==> src/rtl/kv_pkg.sv <==
package kv_pkg;
  localparam int unsigned WORD_W     = 32;
  localparam int unsigned OFS_STATUS = 'h00;
  localparam int unsigned OFS_CMD    = 'h04;
  localparam int unsigned OFS_UNLOCK = 'h08;
  localparam int unsigned OFS_CHECK  = 'h0C;
  localparam int unsigned KEY_BASE   = 'h10;
  localparam int unsigned OFS_ERREN  = 'h34;
  localparam int unsigned OFS_ISR    = 'h38;
  localparam int unsigned OFS_IMR    = 'h3C;
  localparam int unsigned OFS_UNMASK = 'h40;
  localparam int unsigned OFS_MASK   = 'h44;
  localparam int unsigned OFS_LOCK   = 'h4C;
  localparam logic [31:0] CRC_POLY   = 32'h82F63B78;

  // One 32-bit word through the reflected CRC, bit 0 first.
  function automatic logic [31:0] crc_word(input logic [31:0] crc_in,
                                           input logic [31:0] data);
    logic [31:0] c;
    c = crc_in ^ data;
    for (int b = 0; b < 32; b++) begin
      c = c[0] ? ((c >> 1) ^ CRC_POLY) : (c >> 1);
    end
    return c;
  endfunction
endpackage

==> src/rtl/kv_keystore.sv <==
module kv_keystore #(
  parameter int unsigned KEY_WORDS = 8,
  localparam int unsigned IW = $clog2(KEY_WORDS)
) (
  input  logic                               clk,
  input  logic                               wipe,
  input  logic                               wipe_ext,
  input  logic                               key_we,
  input  logic [IW-1:0]                      key_sel,
  input  logic                               ext_we,
  input  logic [31:0]                        wdata,
  output logic [KEY_WORDS-1:0][31:0]         keys,
  output logic [31:0]                        ext_word
);
  // Storage cells sit in the retained domain: no reset on purpose.
  for (genvar i = 0; i < KEY_WORDS; i++) begin : g_key
    logic        en;
    logic [31:0] d;
    assign en = wipe | (key_we & (key_sel == IW'(i)));
    assign d  = wipe ? '0 : wdata;
    always_ff @(posedge clk) begin
      if (en) keys[i] <= d;
    end
  end

  logic        ext_en;
  logic [31:0] ext_d;
  assign ext_en = wipe_ext | ext_we;
  assign ext_d  = wipe_ext ? '0 : wdata;
  always_ff @(posedge clk) begin
    if (ext_en) ext_word <= ext_d;
  end
endmodule

==> src/rtl/kv_crc_engine.sv <==
module kv_crc_engine #(
  parameter int unsigned KEY_WORDS = 8,
  localparam int unsigned CW = $clog2(KEY_WORDS + 1),
  localparam int unsigned IW = $clog2(KEY_WORDS)
) (
  input  logic                       clk,
  input  logic                       rst_n,
  input  logic                       start,
  input  logic                       pad_en,
  input  logic [31:0]                expect_val,
  input  logic [KEY_WORDS-1:0][31:0] keys,
  output logic                       busy,
  output logic                       done,
  output logic                       pass
);
  logic          busy_q, busy_d, done_q, done_d, pass_q, pass_d;
  logic [CW-1:0] idx_q, idx_d;
  logic [31:0]   crc_q, crc_d, exp_q, exp_d, cur, crc_nxt;
  logic [IW-1:0] sel;
  logic          last;

  assign sel     = IW'(idx_q - CW'(1));
  assign cur     = (idx_q == '0) ? '0 : keys[sel];
  assign crc_nxt = kv_pkg::crc_word(crc_q, cur);
  assign last    = (idx_q == CW'(KEY_WORDS));

  always_comb begin
    busy_d = busy_q; done_d = done_q; pass_d = pass_q;
    idx_d  = idx_q;  crc_d  = crc_q;  exp_d  = exp_q;
    if (start) begin
      busy_d = 1'b1;
      done_d = 1'b0;
      pass_d = 1'b0;
      idx_d  = pad_en ? '0 : CW'(1);
      crc_d  = '1;
      exp_d  = expect_val;
    end else if (busy_q) begin
      crc_d = crc_nxt;
      idx_d = idx_q + CW'(1);
      if (last) begin
        busy_d = 1'b0;
        done_d = 1'b1;
        pass_d = (~crc_nxt == exp_q);
      end
    end
  end

  always_ff @(posedge clk or negedge rst_n) begin
    if (!rst_n) begin
      busy_q <= 1'b0; done_q <= 1'b0; pass_q <= 1'b0;
      idx_q  <= '0;   crc_q  <= '0;   exp_q  <= '0;
    end else begin
      busy_q <= busy_d; done_q <= done_d; pass_q <= pass_d;
      idx_q  <= idx_d;  crc_q  <= crc_d;  exp_q  <= exp_d;
    end
  end

  assign busy = busy_q;
  assign done = done_q;
  assign pass = pass_q;
endmodule

==> src/rtl/kv_irq.sv <==
module kv_irq (
  input  logic clk,
  input  logic rst_n,
  input  logic evt,
  input  logic clr,
  input  logic unmask,
  input  logic mask,
  output logic isr,
  output logic imr,
  output logic irq
);
  logic isr_q, isr_d, imr_q, imr_d;

  always_comb begin
    isr_d = (isr_q & ~clr) | evt;
    imr_d = (imr_q & ~unmask) | mask;
  end

  always_ff @(posedge clk or negedge rst_n) begin
    if (!rst_n) begin
      isr_q <= 1'b0;
      imr_q <= 1'b1;
    end else begin
      isr_q <= isr_d;
      imr_q <= imr_d;
    end
  end

  assign isr = isr_q;
  assign imr = imr_q;
  assign irq = isr_q & ~imr_q;
endmodule

==> src/rtl/keyvault_regctl.sv <==
module keyvault_regctl #(
  parameter int unsigned KEY_WORDS = 8,
  parameter int unsigned ADDR_W    = 7,
  parameter logic [31:0] UNLOCK_KEY = 32'h757BDF0D
) (
  input  logic              clk,
  input  logic              rst_n,
  input  logic              cfg_zero_pad,
  input  logic              bus_sel,
  input  logic              bus_we,
  input  logic              bus_word,
  input  logic [ADDR_W-1:0] bus_addr,
  input  logic [31:0]       bus_wdata,
  output logic [31:0]       bus_rdata,
  input  logic              err_event,
  output logic              slverr_en,
  output logic              irq
);
  import kv_pkg::*;
  localparam int unsigned IW      = $clog2(KEY_WORDS);
  localparam int unsigned EXT_OFS = KEY_BASE + 4 * KEY_WORDS;

  logic wr, rd, key_hit, key_we, ext_we, ext_open, wipe, unlock, zero_cmd, crc_start;
  logic pgm_q, pgm_d, lock_q, lock_d, zeroized_q, zeroized_d, erren_q, erren_d;
  logic lock_eff, crc_busy, crc_done, crc_pass, irq_isr, irq_imr;
  logic [IW-1:0] key_sel;
  logic [KEY_WORDS-1:0][31:0] keys;
  logic [31:0] ext_word;
  logic [ADDR_W-1:0] key_off;

  function automatic logic hit(input logic [ADDR_W-1:0] a, input int unsigned ofs);
    return a == ADDR_W'(ofs);
  endfunction

  assign wr        = bus_sel & bus_we & bus_word;
  assign rd        = bus_sel & ~bus_we & bus_word;
  assign key_hit   = (bus_addr >= ADDR_W'(KEY_BASE)) && (bus_addr < ADDR_W'(EXT_OFS))
                     && (bus_addr[1:0] == 2'b00);
  assign key_off   = bus_addr - ADDR_W'(KEY_BASE);
  assign key_sel   = IW'(key_off >> 2);
  assign unlock    = wr & hit(bus_addr, OFS_UNLOCK) & (bus_wdata == UNLOCK_KEY);
  assign zero_cmd  = wr & hit(bus_addr, OFS_CMD) & bus_wdata[0];
  assign wipe      = unlock | zero_cmd;
  assign lock_eff  = lock_q & ~cfg_zero_pad;
  assign ext_open  = pgm_q & ~lock_eff;
  assign key_we    = wr & key_hit & pgm_q;
  assign ext_we    = wr & hit(bus_addr, EXT_OFS) & ext_open;
  assign crc_start = wr & hit(bus_addr, OFS_CHECK) & pgm_q;

  always_comb begin
    pgm_d      = pgm_q | unlock;
    lock_d     = lock_q | (wr & hit(bus_addr, OFS_LOCK) & bus_wdata[0] & ~cfg_zero_pad);
    erren_d    = (wr & hit(bus_addr, OFS_ERREN)) ? bus_wdata[0] : erren_q;
    zeroized_d = zeroized_q;
    if (wipe)
      zeroized_d = 1'b1;
    else if ((key_we | (ext_we & cfg_zero_pad)) && (bus_wdata != '0))
      zeroized_d = 1'b0;
  end

  always_ff @(posedge clk or negedge rst_n) begin
    if (!rst_n) begin
      pgm_q      <= 1'b0;
      lock_q     <= 1'b0;
      erren_q    <= 1'b0;
      zeroized_q <= 1'b0;
    end else begin
      pgm_q      <= pgm_d;
      lock_q     <= lock_d;
      erren_q    <= erren_d;
      zeroized_q <= zeroized_d;
    end
  end

  kv_keystore #(.KEY_WORDS(KEY_WORDS)) u_store (
    .clk(clk), .wipe(wipe), .wipe_ext(wipe & cfg_zero_pad),
    .key_we(key_we), .key_sel(key_sel), .ext_we(ext_we),
    .wdata(bus_wdata), .keys(keys), .ext_word(ext_word)
  );

  kv_crc_engine #(.KEY_WORDS(KEY_WORDS)) u_crc (
    .clk(clk), .rst_n(rst_n), .start(crc_start), .pad_en(cfg_zero_pad),
    .expect_val(bus_wdata), .keys(keys),
    .busy(crc_busy), .done(crc_done), .pass(crc_pass)
  );

  kv_irq u_irq (
    .clk(clk), .rst_n(rst_n), .evt(err_event),
    .clr(wr & hit(bus_addr, OFS_ISR) & bus_wdata[0]),
    .unmask(wr & hit(bus_addr, OFS_UNMASK) & bus_wdata[0]),
    .mask(wr & hit(bus_addr, OFS_MASK) & bus_wdata[0]),
    .isr(irq_isr), .imr(irq_imr), .irq(irq)
  );

  always_comb begin
    bus_rdata = '0;
    if (rd) begin
      if (hit(bus_addr, OFS_STATUS))
        bus_rdata = {22'b0, crc_pass, crc_done, 3'b0, zeroized_q, 3'b0, pgm_q};
      else if (hit(bus_addr, EXT_OFS))
        bus_rdata = cfg_zero_pad ? '0 : ext_word;
      else if (hit(bus_addr, OFS_ERREN))
        bus_rdata = {31'b0, erren_q};
      else if (hit(bus_addr, OFS_ISR))
        bus_rdata = {31'b0, irq_isr};
      else if (hit(bus_addr, OFS_IMR))
        bus_rdata = {31'b0, irq_imr};
      else if (hit(bus_addr, OFS_LOCK))
        bus_rdata = {31'b0, lock_eff};
    end
  end

  assign slverr_en = erren_q;
endmodule

==> config.mk <==
export PLATFORM = sky130hd
export DESIGN_NAME = keyvault_regctl
export DESIGN_NICKNAME = d
export VERILOG_FILES = /design/src/rtl/kv_pkg.sv /design/src/rtl/kv_keystore.sv /design/src/rtl/kv_crc_engine.sv /design/src/rtl/kv_irq.sv /design/src/rtl/keyvault_regctl.sv
export SDC_FILE = /design/constraint.sdc
export NUM_CORES = 1
export LEC_CHECK = 0
export CAP_MARGIN = 40
export CORE_MARGIN = 3
export CORE_UTILIZATION = 37
export DETAILED_ROUTE_END_ITERATION = 7
export PLACE_DENSITY_LB_ADDON = 0.2
export SLEW_MARGIN = 20
export SYNTH_ARGS = -nofsm -noshare
export SYNTH_HDL_FRONTEND = slang
export SYNTH_SLANG_ARGS = --single-unit
==> constraint.sdc <==
create_clock -name clk -period 9.19 [get_ports clk]
set_clock_uncertainty 0.1 [all_clocks]
set_input_delay 1.838 -clock clk [delete_from_list [all_inputs] [get_ports clk]]
set_output_delay 1.838 -clock clk [all_outputs]
set_load 0.01 [all_outputs]
==> impl_metrics.json <==
{
  "setup_tns_ns": 0,
  "coreArea_um2": 53200,
  "finalHoldViolCount": 0,
  "grt.total_usage_pct": 20.2,
  "synth_seq_cells": 365,
  "drt-pass1-iter-count": 5,
  "worstMarginPinSlew_ns": 0.805,
  "wl_per_cell_um": 25.3,
  "grt_max_degree": 68,
  "synth-xor-area-share_pct": 24.6,
  "grt_pass1_wl_um": 84100,
  "synth_area_um2": 20100,
  "synth_compound_area_share_pct": 3.89,
  "die_w_um": 239,
  "cts_root_buf": "clkbuf_16",
  "ys_seq_area_share_pct": 52.6,
  "crit_top_cell": "xnor2_1",
  "numCtsBuffers": 40,
  "syn_area_per_cell_um2": 14.1,
  "drv_slew": 0,
  "cpMaxStageDelayCell": "xnor3_1",
  "cp.arrival_ns": 8.54,
  "drt-total-wl_um": 57000,
  "finalCritPeriodShare_pct": 89.2,
  "vias": 11967,
  "port_buffers": 79,
  "syn_nets": 1477,
  "hold_path_class": "reg -> reg",
  "synth_fa_ha_area_share_pct": 0.124,
  "synthFlopType": "edfxtp_1",
  "cap_violations": 0,
  "cts_tree": "done",
  "hold_depth": 2,
  "antenna_left": 0,
  "drc": 0,
  "relSlewSlack_pct": 45.9,
  "viasPerCell": 5.32,
  "synth_warnings": 0,
  "synth.most_common_cell": "edfxtp_1",
  "reg2reg_depth": 19,
  "synth_top_area_share_pct": 43.0,
  "synth-edff-count": 288,
  "clk_path_buf_depth": 3,
  "rows": 84,
  "dieArea_um2": 57200,
  "slowest_delay_ns": 0.83,
  "yosysTopAreaCell": "edfxtp_1",
  "holdWs_ns": 0.391,
  "antenna_found_initial": 1,
  "start_kind": "register",
  "crit_fanout": 16,
  "yosysUniqueCellTypes": 64,
  "run_status": "complete, no violations",
  "gr-total-overflow": 0,
  "max_clock_freq_ghz": 0.122,
  "initial_core_util_pct": 37.8,
  "htreeDepth": 2,
  "ctsResizeCount": 0,
  "globalplace.congestion": 0.892,
  "die_h_um": 239,
  "ioPinCount": 80,
  "clkTransAtPathRegs_ns": 0.06,
  "clock_sinks": 365,
  "async_flop_share_pct": 21.1,
  "rsz0062_at_grt": "no",
  "setup_violations": 0,
  "synth_top_family_by_area": "XOR/XNOR gates",
  "synth.area.mux_share_pct": 7.32,
  "place_hpwl_um": 39800,
  "synth_area_leaders": "edfxtp_1 (43%), dfrtp_1 (9.5%), xnor2_1 (7.8%)",
  "syn_inst": 1429,
  "grt_pass1_vias": 12186,
  "end_kind": "register",
  "cts_setup_buffers": 0,
  "worstPathCellList": "inv_1 > ha_4 > xor2_4 > buf_4 > mux4_2 > o221ai_2 > xor2_2 > xnor2_1 > xnor3_1 > xnor2_1 > xnor2_1 > xnor2_1 > xnor3_1 > xor2_1 > xnor3_1 > xnor2_1 > nand2_1 > or4_1 > o41ai_2",
  "clock_latency_ns": 0.57,
  "nets": 1577,
  "drtIter0Drc": 1033,
  "area.growth.synth_to_final_pct": 15.7,
  "cp.required_ns": 9.53,
  "finalCriticalPeriod_ns": 8.20,
  "postCtsHoldBufs": 0,
  "layout-drive-gt1-share_pct": 14.3,
  "critPathKind": "reg -> reg",
  "yosys.area_share.simple_pct": 9.91,
  "synthTopCellsByCount": "edfxtp_1 (288), nand2_1 (186), xnor2_1 (178)"
}
[flip-flops by register name, indices dropped and copies added (netlist names)]
register / count
u_store.keys: 256
u_crc.crc_q: 32
u_crc.exp_q: 32
u_store.ext_word: 32
u_crc.idx_q: 4
lock_q: 1
pgm_q: 1
slverr_en: 1
u_crc.busy: 1
u_crc.done: 1
u_crc.pass: 1
u_irq.imr: 1
u_irq.isr: 1
zeroized_q: 1
[area by class of cell]
type | instances | area (um^2)
multi-input combinational | 998 | 9360
tap | 688 | 861
timing repair buffer | 117 | 1150
clock buffer | 54 | 1070
clock inverter | 18 | 218
fill | 4881 | 29900
inverter | 7 | 26.3
antenna | 2 | 5.00
sequential | 365 | 10600
[through the flow]
stage | utilization (%) | cells | instance area (um^2) | worst slack, ns
final | 43.8 | 2249 | 23300 | 0.994
after global routing | 43.8 | 2247 | 23300 | 0.564
after CTS | 43.7 | 2245 | 23200 | 0.959
after detailed placement | 41.3 | 2173 | 21900 | 1.02
after global placement | 41.1 | 2169 | 21900 | 1.15
after floorplan | - | 1429 | 20100 | 1.50
[metal layers]
layer  up-vias  global-route usage (%)  share of wire, %
li1       5347                       -                 -
met1      6148                    28.3                44
met2       379                    32.8                48
met3        93                    2.92               5.3
met4         0                    5.66               2.8
met5         -                       0                 0
[path summary, 6_finish.rpt]
kind | startpoint | to | slack, ns
setup / recovery | u_crc.idx_q[0] | u_crc.pass | 0.99
hold / removal | u_crc.exp_q[0] | u_crc.exp_q[0] | 0.39
setup reg to reg | u_crc.idx_q[0] | u_crc.pass | 0.99
hold reg to reg | u_crc.exp_q[0] | u_crc.exp_q[0] | 0.39
max in group asynchronous | rst_n | u_crc.crc_q[8] | 7.21
min in group asynchronous | rst_n | zeroized_q | 1.15
[critical path: cells and delay by family (launching register included)]
| kind | cells | cell delay [ns] |
|---|---|---|
| buffers and inverters | 2 | 0.41 |
| flip-flops | 1 | 0.40 |
| multiplexers | 1 | 0.51 |
| AND/OR/NAND/NOR | 2 | 0.56 |
| XOR/XNOR | 11 | 5.29 |
| AO/OA/AOI/OAI | 2 | 0.56 |
| adder cells (fa/ha/maj) | 1 | 0.20 |
[logic make-up (layout without fill, tap and decap cells)]
kind of cell,Yosys count,count (layout)
and+or+nand+nor,415,415
xor gates and xnor gates,374,374
DFF,365,365
AOI/OAI and AO/OA,114,114
muxes,93,93
buffers and inverters,66,196
adders and majority gates,2,2
other,0,2
[cells in the final DEF (no fill, tap or decap), types with 13 or more instances in the layout]
| master | netlist | final |
|---|---|---|
| xnor3_1 | 65 | 65 |
| buf_4 | 6 | 33 |
| mux2i_1 | 39 | 39 |
| a31oi_1 | 15 | 15 |
| nand3_1 | 30 | 30 |
| xnor2_1 | 178 | 177 |
| mux2_2 | 13 | 13 |
| xor2_1 | 71 | 71 |
| o21ai_0 | 43 | 35 |
| xnor2_2 | 16 | 17 |
| dfrtp_1 | 76 | 74 |
| nand2_1 | 186 | 186 |
| nor2_1 | 44 | 43 |
| clkbuf_16 | 0 | 40 |
| mux4_2 | 38 | 38 |
| clkdlybuf4s50_1 | 0 | 78 |
| edfxtp_1 | 288 | 288 |
| and2_1 | 95 | 95 |
| a21oi_1 | 16 | 15 |
Power is left out: the tool's default activity adds up to more than one toggle a clock period on the data nets, which glitch-free logic cannot reach.
